[config.mk]
export PLATFORM = sky130hd
export DESIGN_NAME = synth_prog_loader
export DESIGN_NICKNAME = d
export VERILOG_FILES = /design/src/rtl/prog_loader_pkg.sv /design/src/rtl/prog_sync.sv /design/src/rtl/prog_shifter.sv /design/src/rtl/prog_latches.sv /design/src/rtl/synth_prog_loader.sv
export SDC_FILE = /design/constraint.sdc
export NUM_CORES = 1
export LEC_CHECK = 0
export ABC_AREA = 1
export CAP_MARGIN = 20
export CORE_MARGIN = 3
export CORE_UTILIZATION = 56
export DETAILED_ROUTE_END_ITERATION = 6
export PLACE_DENSITY = 0.84
export SETUP_SLACK_MARGIN = 0.05
export SLEW_MARGIN = 5
export SYNTH_ARGS = -nofsm -noshare
export SYNTH_HDL_FRONTEND = slang
export SYNTH_SLANG_ARGS = --single-unit
[constraint.sdc]
create_clock -name clk -period 2.4 [get_ports clk]
set_input_delay 0.36 -clock clk [delete_from_list [all_inputs] [get_ports clk]]
set_output_delay 0.36 -clock clk [all_outputs]
set_load 0.02 [all_outputs]
[src/rtl/prog_loader_pkg.sv]
package prog_loader_pkg;

    localparam int REF_W   = 14;
    localparam int SWAL_W  = 7;
    localparam int MAIN_W  = 11;
    localparam int REF_WORD_W = 1 + REF_W + 3;
    localparam int DIV_WORD_W = 1 + SWAL_W + MAIN_W;
    localparam int SR_W    = (REF_WORD_W > DIV_WORD_W) ? REF_WORD_W : DIV_WORD_W;

    localparam int REF_LSB  = 1;
    localparam int SEL_BIT  = REF_LSB + REF_W;
    localparam int PWR_BIT  = SEL_BIT + 1;
    localparam int MON_BIT  = PWR_BIT + 1;
    localparam int SWAL_LSB = 1;
    localparam int MAIN_LSB = SWAL_LSB + SWAL_W;

    typedef struct packed {
        logic [REF_W-1:0] ratio;
        logic             pre_sel;
        logic             pwr_on;
        logic             mon_sel;
    } ref_cfg_t;

    typedef struct packed {
        logic [SWAL_W-1:0] swallow;
        logic [MAIN_W-1:0] main_div;
    } div_cfg_t;

endpackage

[src/rtl/prog_sync.sv]
module prog_sync #(
    parameter int STAGES = 2,
    parameter int WIDTH  = 3
) (
    input  logic             clk,
    input  logic             rst_n,
    input  logic [WIDTH-1:0] async_in,
    output logic [WIDTH-1:0] sync_out
);

    logic [STAGES-1:0][WIDTH-1:0] stage_d;
    logic [STAGES-1:0][WIDTH-1:0] stage_q;

    always_comb begin
        stage_d[0] = async_in;
        for (int i = 1; i < STAGES; i++) begin
            stage_d[i] = stage_q[i-1];
        end
    end

    always_ff @(posedge clk or negedge rst_n) begin
        if (!rst_n) begin
            stage_q <= '0;
        end else begin
            stage_q <= stage_d;
        end
    end

    assign sync_out = stage_q[STAGES-1];

endmodule

[src/rtl/prog_shifter.sv]
module prog_shifter
    import prog_loader_pkg::*;
(
    input  logic            clk,
    input  logic            rst_n,
    input  logic            bit_clk,
    input  logic            bit_val,
    output logic [SR_W-1:0] word
);

    typedef struct packed {
        logic [SR_W-1:0] sr;
        logic            clk_prev;
    } shift_state_t;

    shift_state_t st_d;
    shift_state_t st_q;
    logic         rise;

    always_comb begin
        st_d          = st_q;
        rise          = bit_clk & ~st_q.clk_prev;
        st_d.clk_prev = bit_clk;
        if (rise) begin
            st_d.sr = {st_q.sr[SR_W-2:0], bit_val};
        end
    end

    always_ff @(posedge clk or negedge rst_n) begin
        if (!rst_n) begin
            st_q <= '0;
        end else begin
            st_q <= st_d;
        end
    end

    assign word = st_q.sr;

endmodule

[src/rtl/prog_latches.sv]
module prog_latches
    import prog_loader_pkg::*;
#(
    parameter int REF_MIN      = 6,
    parameter int MAIN_DEFAULT = 5
) (
    input  logic            clk,
    input  logic            rst_n,
    input  logic            load,
    input  logic [SR_W-1:0] word,
    output ref_cfg_t        ref_cfg,
    output div_cfg_t        div_cfg,
    output logic            err
);

    typedef struct packed {
        ref_cfg_t ref_r;
        div_cfg_t div_r;
        logic     err;
    } latch_state_t;

    localparam ref_cfg_t REF_RST = '{ratio: REF_W'(REF_MIN), pre_sel: 1'b0,
                                     pwr_on: 1'b0, mon_sel: 1'b0};
    localparam div_cfg_t DIV_RST = '{swallow: '0, main_div: MAIN_W'(MAIN_DEFAULT)};

    latch_state_t      st_d;
    latch_state_t      st_q;
    logic [REF_W-1:0]  new_ratio;
    logic              ratio_ok;

    always_comb begin
        st_d      = st_q;
        new_ratio = word[REF_LSB +: REF_W];
        ratio_ok  = (32'(new_ratio) >= REF_MIN);
        if (load) begin
            if (word[0]) begin
                if (ratio_ok) begin
                    st_d.ref_r.ratio   = new_ratio;
                    st_d.ref_r.pre_sel = word[SEL_BIT];
                    st_d.ref_r.pwr_on  = word[PWR_BIT];
                    st_d.ref_r.mon_sel = word[MON_BIT];
                end else begin
                    st_d.err = 1'b1;
                end
            end else begin
                st_d.div_r.swallow  = word[SWAL_LSB +: SWAL_W];
                st_d.div_r.main_div = word[MAIN_LSB +: MAIN_W];
            end
        end
    end

    always_ff @(posedge clk or negedge rst_n) begin
        if (!rst_n) begin
            st_q <= '{ref_r: REF_RST, div_r: DIV_RST, err: 1'b0};
        end else begin
            st_q <= st_d;
        end
    end

    assign ref_cfg = st_q.ref_r;
    assign div_cfg = st_q.div_r;
    assign err     = st_q.err;

endmodule

[src/rtl/synth_prog_loader.sv]
module synth_prog_loader
    import prog_loader_pkg::*;
#(
    parameter int SYNC_STAGES  = 2,
    parameter int REF_MIN      = 6,
    parameter int MAIN_DEFAULT = 5
) (
    input  logic              clk,
    input  logic              rst_n,
    input  logic              ser_clk,
    input  logic              ser_data,
    input  logic              ser_load,
    output logic [REF_W-1:0]  ref_ratio,
    output logic              pre_sel,
    output logic              pwr_on,
    output logic              mon_sel,
    output logic [SWAL_W-1:0] swallow,
    output logic [MAIN_W-1:0] main_div,
    output logic              cfg_err
);

    localparam int PIN_N = 3;

    logic [PIN_N-1:0] pins_sync;
    logic [SR_W-1:0]  word;
    ref_cfg_t         ref_cfg;
    div_cfg_t         div_cfg;

    prog_sync #(.STAGES(SYNC_STAGES), .WIDTH(PIN_N)) u_sync (
        .clk      (clk),
        .rst_n    (rst_n),
        .async_in ({ser_load, ser_data, ser_clk}),
        .sync_out (pins_sync)
    );

    prog_shifter u_shift (
        .clk     (clk),
        .rst_n   (rst_n),
        .bit_clk (pins_sync[0]),
        .bit_val (pins_sync[1]),
        .word    (word)
    );

    prog_latches #(.REF_MIN(REF_MIN), .MAIN_DEFAULT(MAIN_DEFAULT)) u_latch (
        .clk     (clk),
        .rst_n   (rst_n),
        .load    (pins_sync[2]),
        .word    (word),
        .ref_cfg (ref_cfg),
        .div_cfg (div_cfg),
        .err     (cfg_err)
    );

    assign ref_ratio = ref_cfg.ratio;
    assign pre_sel   = ref_cfg.pre_sel;
    assign pwr_on    = ref_cfg.pwr_on;
    assign mon_sel   = ref_cfg.mon_sel;
    assign swallow   = div_cfg.swallow;
    assign main_div  = div_cfg.main_div;

endmodule

==> flow_summary.toml, run 1 <==
[floorplanning]
ios = 41
placementRows = 23
die_h_um = 71.1
start_util_pct = 58.8
coreArea_um2 = 4030
dieWidth_um = 71.1
die_area_um2 = 5050

[layout]
antennaDiodeCount = 0
areaGrowthSynthToFinish_pct = 26.5
fin_nets = 284
drive_gt1_share_pct = 14.4
fillers = 280

[global_route]
grt_usage_pct = 18.7
grt_first_pass_wirelength_um = 7200
overflow = 0
antenna_found_initial = 0
grt_max_degree = 39
grt_pass1_vias = 1477

[critical_path]
end_kind = "output pin"
cp-start-kind = "register"
timing.rr.start = "u_shift.st_q[0]"
worstPathArrival_ps = 1460
max_stage_delay_ps = 600
cp_max_fo = 2
crit_path_cell_trace = "clkdlybuf4s50_1"
crit_required_ps = 2040
slowest_stage = "clkdlybuf4s50_1"
startpoint = "u_latch.ref_cfg[5]"
path_buf_inv = 1
path_delay_family = "buffers and inverters"
criticalPathCategory = "reg -> out"

[detailed_routing]
ant_nets = 0
route.met2.wl_um = 1840
drc = 0
topRoutingLayerUsed = "met4"
via_count = 1682
via_per_inst = 5.04
dr_wl_met3_um = 188
routed_wl_um = 4100
first_iter_violations = 60
met1_length_um = 1990
dr.pass1.iters = 4
routedWlPerCell_um = 12.3

[timing]
final.setup.worst_slack_ps = 582
final_hold_viol_count = 0
tightest_slew_ps = 983
rsz0062_at_grt = "no"
setup_viol = 0
post-route-period-util_pct = 75.7
min_period_ps = 1820
fin_worst_skew_ps = 6.09
tns_ps = 0
drv_slew = 0
slew_headroom_pct = 34.3
fmax_ghz = 0.550

[clock_network]
clkSinkCount = 62
clockBufferDepth = 2
post-cts-setup-buffers = 0
clk_pin_slew_worst_paths_ps = 60
h-tree-depth = 3
cts-root-buf = "clkbuf_8"
cts_buffers = 9
cts_tree = "yes"
insertion_delay_ps = 330

[hold_path]
hp-start = "u_sync.stage_d[5]"
hp-class = "reg -> reg"

[synth]
syn_nets = 239
ys_seq_area_share_pct = 65.7
synth_seq_cells = 62
synth.avg_cell_area_um2 = 10.1
synth_warnings = 0
synth_area_um2 = 2370
ys_types = 20
syn_inst = 234

[placed_design]
place.gp.congestion = 0.814
hpwl_um = 2910
place_ws_ps = 929
portBuffers = 40

[power]
leakagePower_nw = 1.42
finalPower_mw = 3.30
p_per_area_nw_per_um2 = 1100
peakVddDrop_mv = 0.576

[job]
cap_viol_max_count = 0

[status]
status = "finished, final reports clean"
synth_stat cells:
cell type	count	area [um^2]
o21bai_2	1	11.3
nand2_4	1	11.3
nor2_2	1	6.26
nand2_1	65	244
inv_2	1	3.75
a21oi_1	1	5.00
buf_4	1	7.51
nand3_1	17	85.1
nor2_1	6	22.5
o21ai_0	35	175
dfrtp_1	58	1450
buf_12	1	20.0
inv_1	20	75.1
mux2_2	1	11.3
dfstp_2	4	105
buf_2	4	20.0
nand2_2	11	68.8
clkbuf_1	4	15.0
nor2_4	1	11.3
nand2_8	1	20.0
area by class of cell:
| cell class | count | area (um^2) | area share, % |
|---|---|---|---|
| Sequential cell | 62 | 1560 | 51.9 |
| Multi-Input combinational cell | 141 | 672 | 22.4 |
| Timing Repair Buffer | 44 | 428 | 14.3 |
| Clock buffer | 12 | 155 | 5.18 |
| Inverter | 21 | 78.8 | 2.63 |
| Tap cell | 50 | 62.6 | 2.09 |
| Clock inverter | 4 | 45.0 | 1.50 |
final timing paths:
kind | end | slack [ps] | cells past startpoint
max | ref_ratio[2] | 580 | 1
min | u_sync.sync_out[2] | 350 | 0
min in group asynchronous | u_latch.ref_cfg[1] | 490 | 2
min reg2reg | u_sync.sync_out[2] | 350 | 0
max reg2reg | u_shift.word[0] | 920 | 4
max in group asynchronous | u_latch.div_cfg[0] | 1200 | 3
state kept, by name (all words and copies together), names as in the netlist:
name             flops
u_latch.err          1
u_sync.sync_out      3
u_shift.st_q         1
u_shift.word        19
u_latch.div_cfg     18
u_latch.ref_cfg     17
u_sync.stage_d       3
logic make-up (layout without fill, tap and decap cells):
group / count (synthesis) / in the layout / synth area share, %
simple gates: 103 / 103 / 19.8
flops: 62 / 62 / 65.7
compound gates: 37 / 37 / 8.08
buf+inv: 31 / 81 / 5.97
mux: 1 / 1 / 0.475
report_power, final:
group / leakage [nW] / internal [mW] / switching, mW
Sequential: 0.805 / 1.27 / 0.151
Combinational: 0.505 / 0.413 / 0.563
Clock: 0.106 / 0.531 / 0.368
Total: 1.42 / 2.22 / 1.08
metal layers:
| layer | vias to the layer above | global-route usage (%) |
|---|---|---|
| met5 | - | 0 |
| met4 | 0 | 8.77 |
| met3 | 10 | 4.26 |
| met2 | 41 | 26.4 |
| met1 | 800 | 27.7 |
| li1 | 831 | - |
what timing repair did:
| item | 4_1_cts | 5_1_grt |
|---|---|---|
| hold endpoints to repair | 16 | 0 |
| hold buffers | 1 | 0 |
| resized for setup | 0 | 0 |
through the flow:
stage / utilization, % / std cells / instance area [um^2] / hold WS, ps
floorplan: - / 234 / 2370 / 64.4
global placement: 69.2 / 317 / 2790 / 311
detailed placement: 69.2 / 317 / 2790 / 313
CTS: 74.4 / 334 / 3000 / 349
global route: 74.4 / 334 / 3000 / 362
finish: 74.4 / 334 / 3000 / 349
cells in the final DEF (no fill, tap or decap):
cell type        netlist  layout
a21oi_1                1       1
buf_2                  4       1
buf_4                  1       3
bufinv_16              0       1
clkbuf_1               4       1
clkbuf_8               0      11
clkdlybuf4s50_1        0      39
clkinv_2               0       3
dfrtp_1               58      58
dfstp_2                4       4
dlygate4sd3_1          0       1
inv_1                 20      20
inv_2                  1       1
mux2_2                 1       1
nand2_1               65      65
nand2_2               11      11
nand2_4                1       1
nand2_8                1       1
nand3_1               17      17
nor2_1                 6       6
nor2_2                 1       1
nor2_4                 1       1
o21ai_0               35      35
o21bai_2               1       1
(Power assumes the default switching activity.)
==> run 2, diff against run 1 <==
--- a/config.mk
+++ b/config.mk
@@ -8,9 +8,9 @@
 export ABC_AREA = 1
 export CAP_MARGIN = 20
 export CORE_MARGIN = 3
-export CORE_UTILIZATION = 56
+export CORE_UTILIZATION = 52
 export DETAILED_ROUTE_END_ITERATION = 6
-export PLACE_DENSITY = 0.84
+export PLACE_DENSITY = 0.79
 export SETUP_SLACK_MARGIN = 0.05
 export SLEW_MARGIN = 5
 export SYNTH_ARGS = -nofsm -noshare
==> constraint.sdc (replaced) <==
create_clock -name clk -period 1.8 [get_ports clk]
set_input_delay 0.27 -clock clk [delete_from_list [all_inputs] [get_ports clk]]
set_output_delay 0.27 -clock clk [all_outputs]
set_load 0.02 [all_outputs]
==> flow_summary.toml, run 2 (synthesis gave the netlist of run 1 again) <==
[timing]
post-route-period-util_pct = 88.2
min_period_ps = 1590
tightest_slew_ps = 469
rsz0062_at_grt = "no"
tns_ps = 0
fmax_ghz = 0.630
drv_slew = 0
final_hold_viol_count = 0
setup_viol = 0
fin_worst_skew_ps = 6.93
slew_headroom_pct = 68.7

[clock_network]
clkSinkCount = 62
clk_pin_slew_worst_paths_ps = 60
cts_buffers = 9
cts-root-buf = "clkbuf_8"
clockBufferDepth = 2
cts_tree = "yes"
insertion_delay_ps = 330
post-cts-setup-buffers = 0
h-tree-depth = 3

[critical_path]
crit_required_ps = 1530
timing.rr.start = "u_shift.word[8]"
max_stage_delay_ps = 610
worstPathArrival_ps = 1320
criticalPathCategory = "reg -> out"
cp_num_cells = 1
r2r_cells = 7
path_buf_inv = 1
cp-start-kind = "register"
slowest_stage = "clkdlybuf4s50_1"
startpoint = "u_latch.ref_cfg[8]"
crit_path_cell_trace = "clkdlybuf4s50_1"
path_delay_family = "buffers and inverters"
end_kind = "output pin"
cp_max_fo = 2

[job]
cap_viol_max_count = 0

[layout]
fillers = 315
drive_gt1_share_pct = 14.4
antennaDiodeCount = 0
final_common_cell = "nand2_1"
areaGrowthSynthToFinish_pct = 27.3
final_cell_mix = "nand2_1 (65), dfrtp_1 (58), o21ai_0 (35), clkdlybuf4s50_1 (35), inv_1 (20)"
fin_cells = 334
multi_input_area_um2 = 672
largest_register_ffs = 19
fin_nets = 284
regArea_um2 = 1560

[hold_path]
hp-start = "u_sync.stage_d[4]"
hp-class = "reg -> reg"
min_path_cells = 0

[detailed_routing]
first_iter_violations = 89
drc = 0
via_count = 1662
routedWlPerCell_um = 13.4
dr.pass1.iters = 4
via_per_inst = 4.98
routed_wl_um = 4480
ant_nets = 0

[status]
status = "finished, final reports clean"

[floorplanning]
placementRows = 23
dieWidth_um = 73.5
start_util_pct = 56.4
die_area_um2 = 5400
coreArea_um2 = 4200
die_h_um = 73.5
ios = 41

[global_route]
antenna_found_initial = 0
grt_max_degree = 45
grt_pass1_vias = 1572
grt_usage_pct = 19.7
overflow = 0
grt_first_pass_wirelength_um = 7690

[placed_design]
place.gp.congestion = 0.783
place_inst = 317
hpwl_um = 3070
portBuffers = 40

[power]
p_per_area_nw_per_um2 = 1460
finalPower_mw = 4.42
peakVddDrop_mv = 0.733
leakagePower_nw = 1.47
[run 2: changes by cell type in the layout (fill, tap and decap cells not counted)]
cell	change
clkdlybuf4s50_1	-4
dlymetal6s2s_1	+3
buf_12	+1
buf_4	-1
dlygate4sd2_1	+1
[run 2: path summary, 6_finish.rpt]
kind,end,slack [ps]
max,ref_ratio[5],210
max in group asynchronous,u_shift.word[7],770
min in group asynchronous,u_latch.ref_cfg[16],440
min,u_sync.sync_out[1],350
min reg2reg,u_sync.sync_out[1],350
max reg2reg,u_latch.ref_cfg[1],490
[run 2: area by class of cell]
type,instances,area share [%]
Inverter,21,2.61
Multi-Input combinational cell,141,22.3
Tap cell,50,2.07
Clock inverter,4,1.49
Timing Repair Buffer,44,14.8
Sequential cell,62,51.6
Clock buffer,12,5.14
[run 2: metrics by stage]
step	hold slack, ps	util, %	setup WS [ps]	instance area (um^2)
CTS	352	71.6	54.2	3010
global route	355	71.8	159	3020
floorplan	-25.6	-	622	2370
detailed placement	241	66.6	415	2800
finish	353	71.8	212	3020
global placement	238	66.6	426	2800
[run 2: metal layers]
metal	wire length, um	global-route usage (%)	vias to the layer above
met4	69	10.9	0
met3	229	5.47	6
met1	1990	26.5	784
met5	0	0	-
met2	2190	28.7	35
li1	-	-	837
[run 2: what timing repair did]
action	4_1_cts	5_1_grt
cloned	0	0
resized for setup	1	3
endpoints found under the setup margin	1	3
hold buffers	1	0
hold endpoints to repair	14	0
[run 2: power by group]
group	switching [mW]	leakage (nW)	internal, mW	total (mW)
sequential	0.208	0.805	1.70	1.91
clock	0.508	0.106	0.708	1.22
combinational	0.752	0.560	0.545	1.30
total	1.47	1.47	2.95	4.42
==> run 3, diff against run 2 <==
--- a/config.mk
+++ b/config.mk
@@ -7,10 +7,12 @@
 export LEC_CHECK = 0
 export ABC_AREA = 1
 export CAP_MARGIN = 20
+export CELL_PAD_IN_SITES_DETAIL_PLACEMENT = 1
+export CELL_PAD_IN_SITES_GLOBAL_PLACEMENT = 2
 export CORE_MARGIN = 3
-export CORE_UTILIZATION = 52
+export CORE_UTILIZATION = 32
 export DETAILED_ROUTE_END_ITERATION = 6
-export PLACE_DENSITY = 0.79
+export PLACE_DENSITY_LB_ADDON = 0.1
 export SETUP_SLACK_MARGIN = 0.05
 export SLEW_MARGIN = 5
 export SYNTH_ARGS = -nofsm -noshare
==> flow_summary.toml, run 3 (synthesis gave the netlist of run 1 again) <==
[status]
status = "finished, final reports clean"

[detailed_routing]
routed_wl_um = 5040
drc = 0
via_per_inst = 4.36
first_iter_violations = 49
ant_nets = 0
dr.pass1.iters = 4
via_count = 1658
routedWlPerCell_um = 13.3

[timing]
min_period_ps = 1590
slew_headroom_pct = 69.7
holdWs_ps = 352
fmax_ghz = 0.631
tightest_slew_ps = 454
setup_viol = 0
post-route-period-util_pct = 88.1
rsz0062_at_grt = "no"
fin_worst_skew_ps = 6.93
final_hold_viol_count = 0
final.setup.worst_slack_ps = 214
tns_ps = 0
drv_slew = 0

[floorplanning]
coreArea_um2 = 6980
ios = 41
die_area_um2 = 8470
start_util_pct = 33.9
dieWidth_um = 92.1
placementRows = 30
die_h_um = 92.1

[placed_design]
portBuffers = 40
place_ws_ps = 411
placed_area_um2 = 2860
place.gp.congestion = 0.743
hpwl_um = 3310
place_inst = 363

[critical_path]
slowest_stage = "clkdlybuf4s50_1"
crit_required_ps = 1530
regToRegEndpoint = "u_latch.div_cfg[15]"
crit_path_cell_trace = "clkdlybuf4s50_1"
timing.rr.start = "u_shift.word[0]"
end_kind = "output pin"
worstPathArrival_ps = 1320
path_delay_family = "buffers and inverters"
regToRegSetupSlack_ps = 450
path_buf_inv = 1
max_stage_delay_ps = 610
r2r_cells = 5
cp-start-kind = "register"
startpoint = "u_latch.ref_cfg[9]"
criticalPathCategory = "reg -> out"
cp_max_fo = 2

[clock_network]
h-tree-depth = 3
insertion_delay_ps = 340
cts_buffers = 9
cts-root-buf = "clkbuf_8"
post-cts-setup-buffers = 0
clk_pin_slew_worst_paths_ps = 70
clockBufferDepth = 2
clkSinkCount = 62
cts_tree = "yes"

[power]
peakVddDrop_mv = 0.497
leakagePower_nw = 1.43
finalPower_mw = 4.36
p_per_area_nw_per_um2 = 1430

[global_route]
grt_max_degree = 63
grt_usage_pct = 13.3
antenna_found_initial = 0
overflow = 0
grt_first_pass_wirelength_um = 8760
grt_pass1_vias = 1784

[layout]
fin_area_um2 = 3040
final_cell_mix = "nand2_1 (65), dfrtp_1 (58), o21ai_0 (35), clkdlybuf4s50_1 (35), inv_1 (20)"
drive_gt1_share_pct = 14.1
fin_util_pct = 43.6
areaGrowthSynthToFinish_pct = 28.5
final_common_cell = "nand2_1"
largest_register_ffs = 19
antennaDiodeCount = 0
fin_nets = 284
fin_cells = 380
fillers = 813

[hold_path]
worstHoldEndpoint = "u_sync.sync_out[1]"
hp-class = "reg -> reg"
min_path_cells = 0
hp-start = "u_sync.stage_d[4]"

[job]
cap_viol_max_count = 0
==> run 3: cell count changes in the layout (fill, tap and decap cells not counted) <==
cell,before,now
dlygate4sd2_1,1,4
clkinv_2,3,4
clkbuf_1,1,2
clkbuf_8,11,9
dlymetal6s2s_1,3,0
==> run 3: per-layer routing <==
metal	wire length [um]	global-route usage, %	up-vias
li1	-	-	825
met1	2660	18.9	792
met5	0	0	-
met2	2100	18.2	34
met3	200	3.61	7
met4	80	7.05	0
==> run 3: cell type report <==
type,count,area (um^2),area share [%]
timing repair buffer,44,435,14.3
inverter,21,78.8,2.59
clock inverter,5,50.0,1.64
multi-input combinational,141,672,22.1
sequential,62,1560,51.1
clock buffer,11,131,4.32
tap,96,120,3.95
==> run 3: where the power goes <==
part           switching, mW  leakage [nW]  internal (mW)  total [mW]
logic                  0.763         0.525          0.534        1.30
clock network          0.533        0.0968          0.631        1.16
registers              0.204         0.805           1.70        1.90
==> run 3: repair_timing <==
item / 4_1_cts / 5_1_grt
setup endpoints to repair: 4 / 0
hold buffers: 1 / 0
gates resized for setup: 4 / 0
hold endpoints to repair: 58 / 0
==> run 3: how the worst max path moves through the flow <==
stage                          end  cells after the start
3_3_place_gp          ref_ratio[2]                      1
6_report              ref_ratio[6]                      1
5_1_grt               ref_ratio[6]                      1
2_1_floorplan  u_latch.ref_cfg[10]                      7
4_1_cts               ref_ratio[6]                      1
3_5_place_dp          ref_ratio[1]                      1
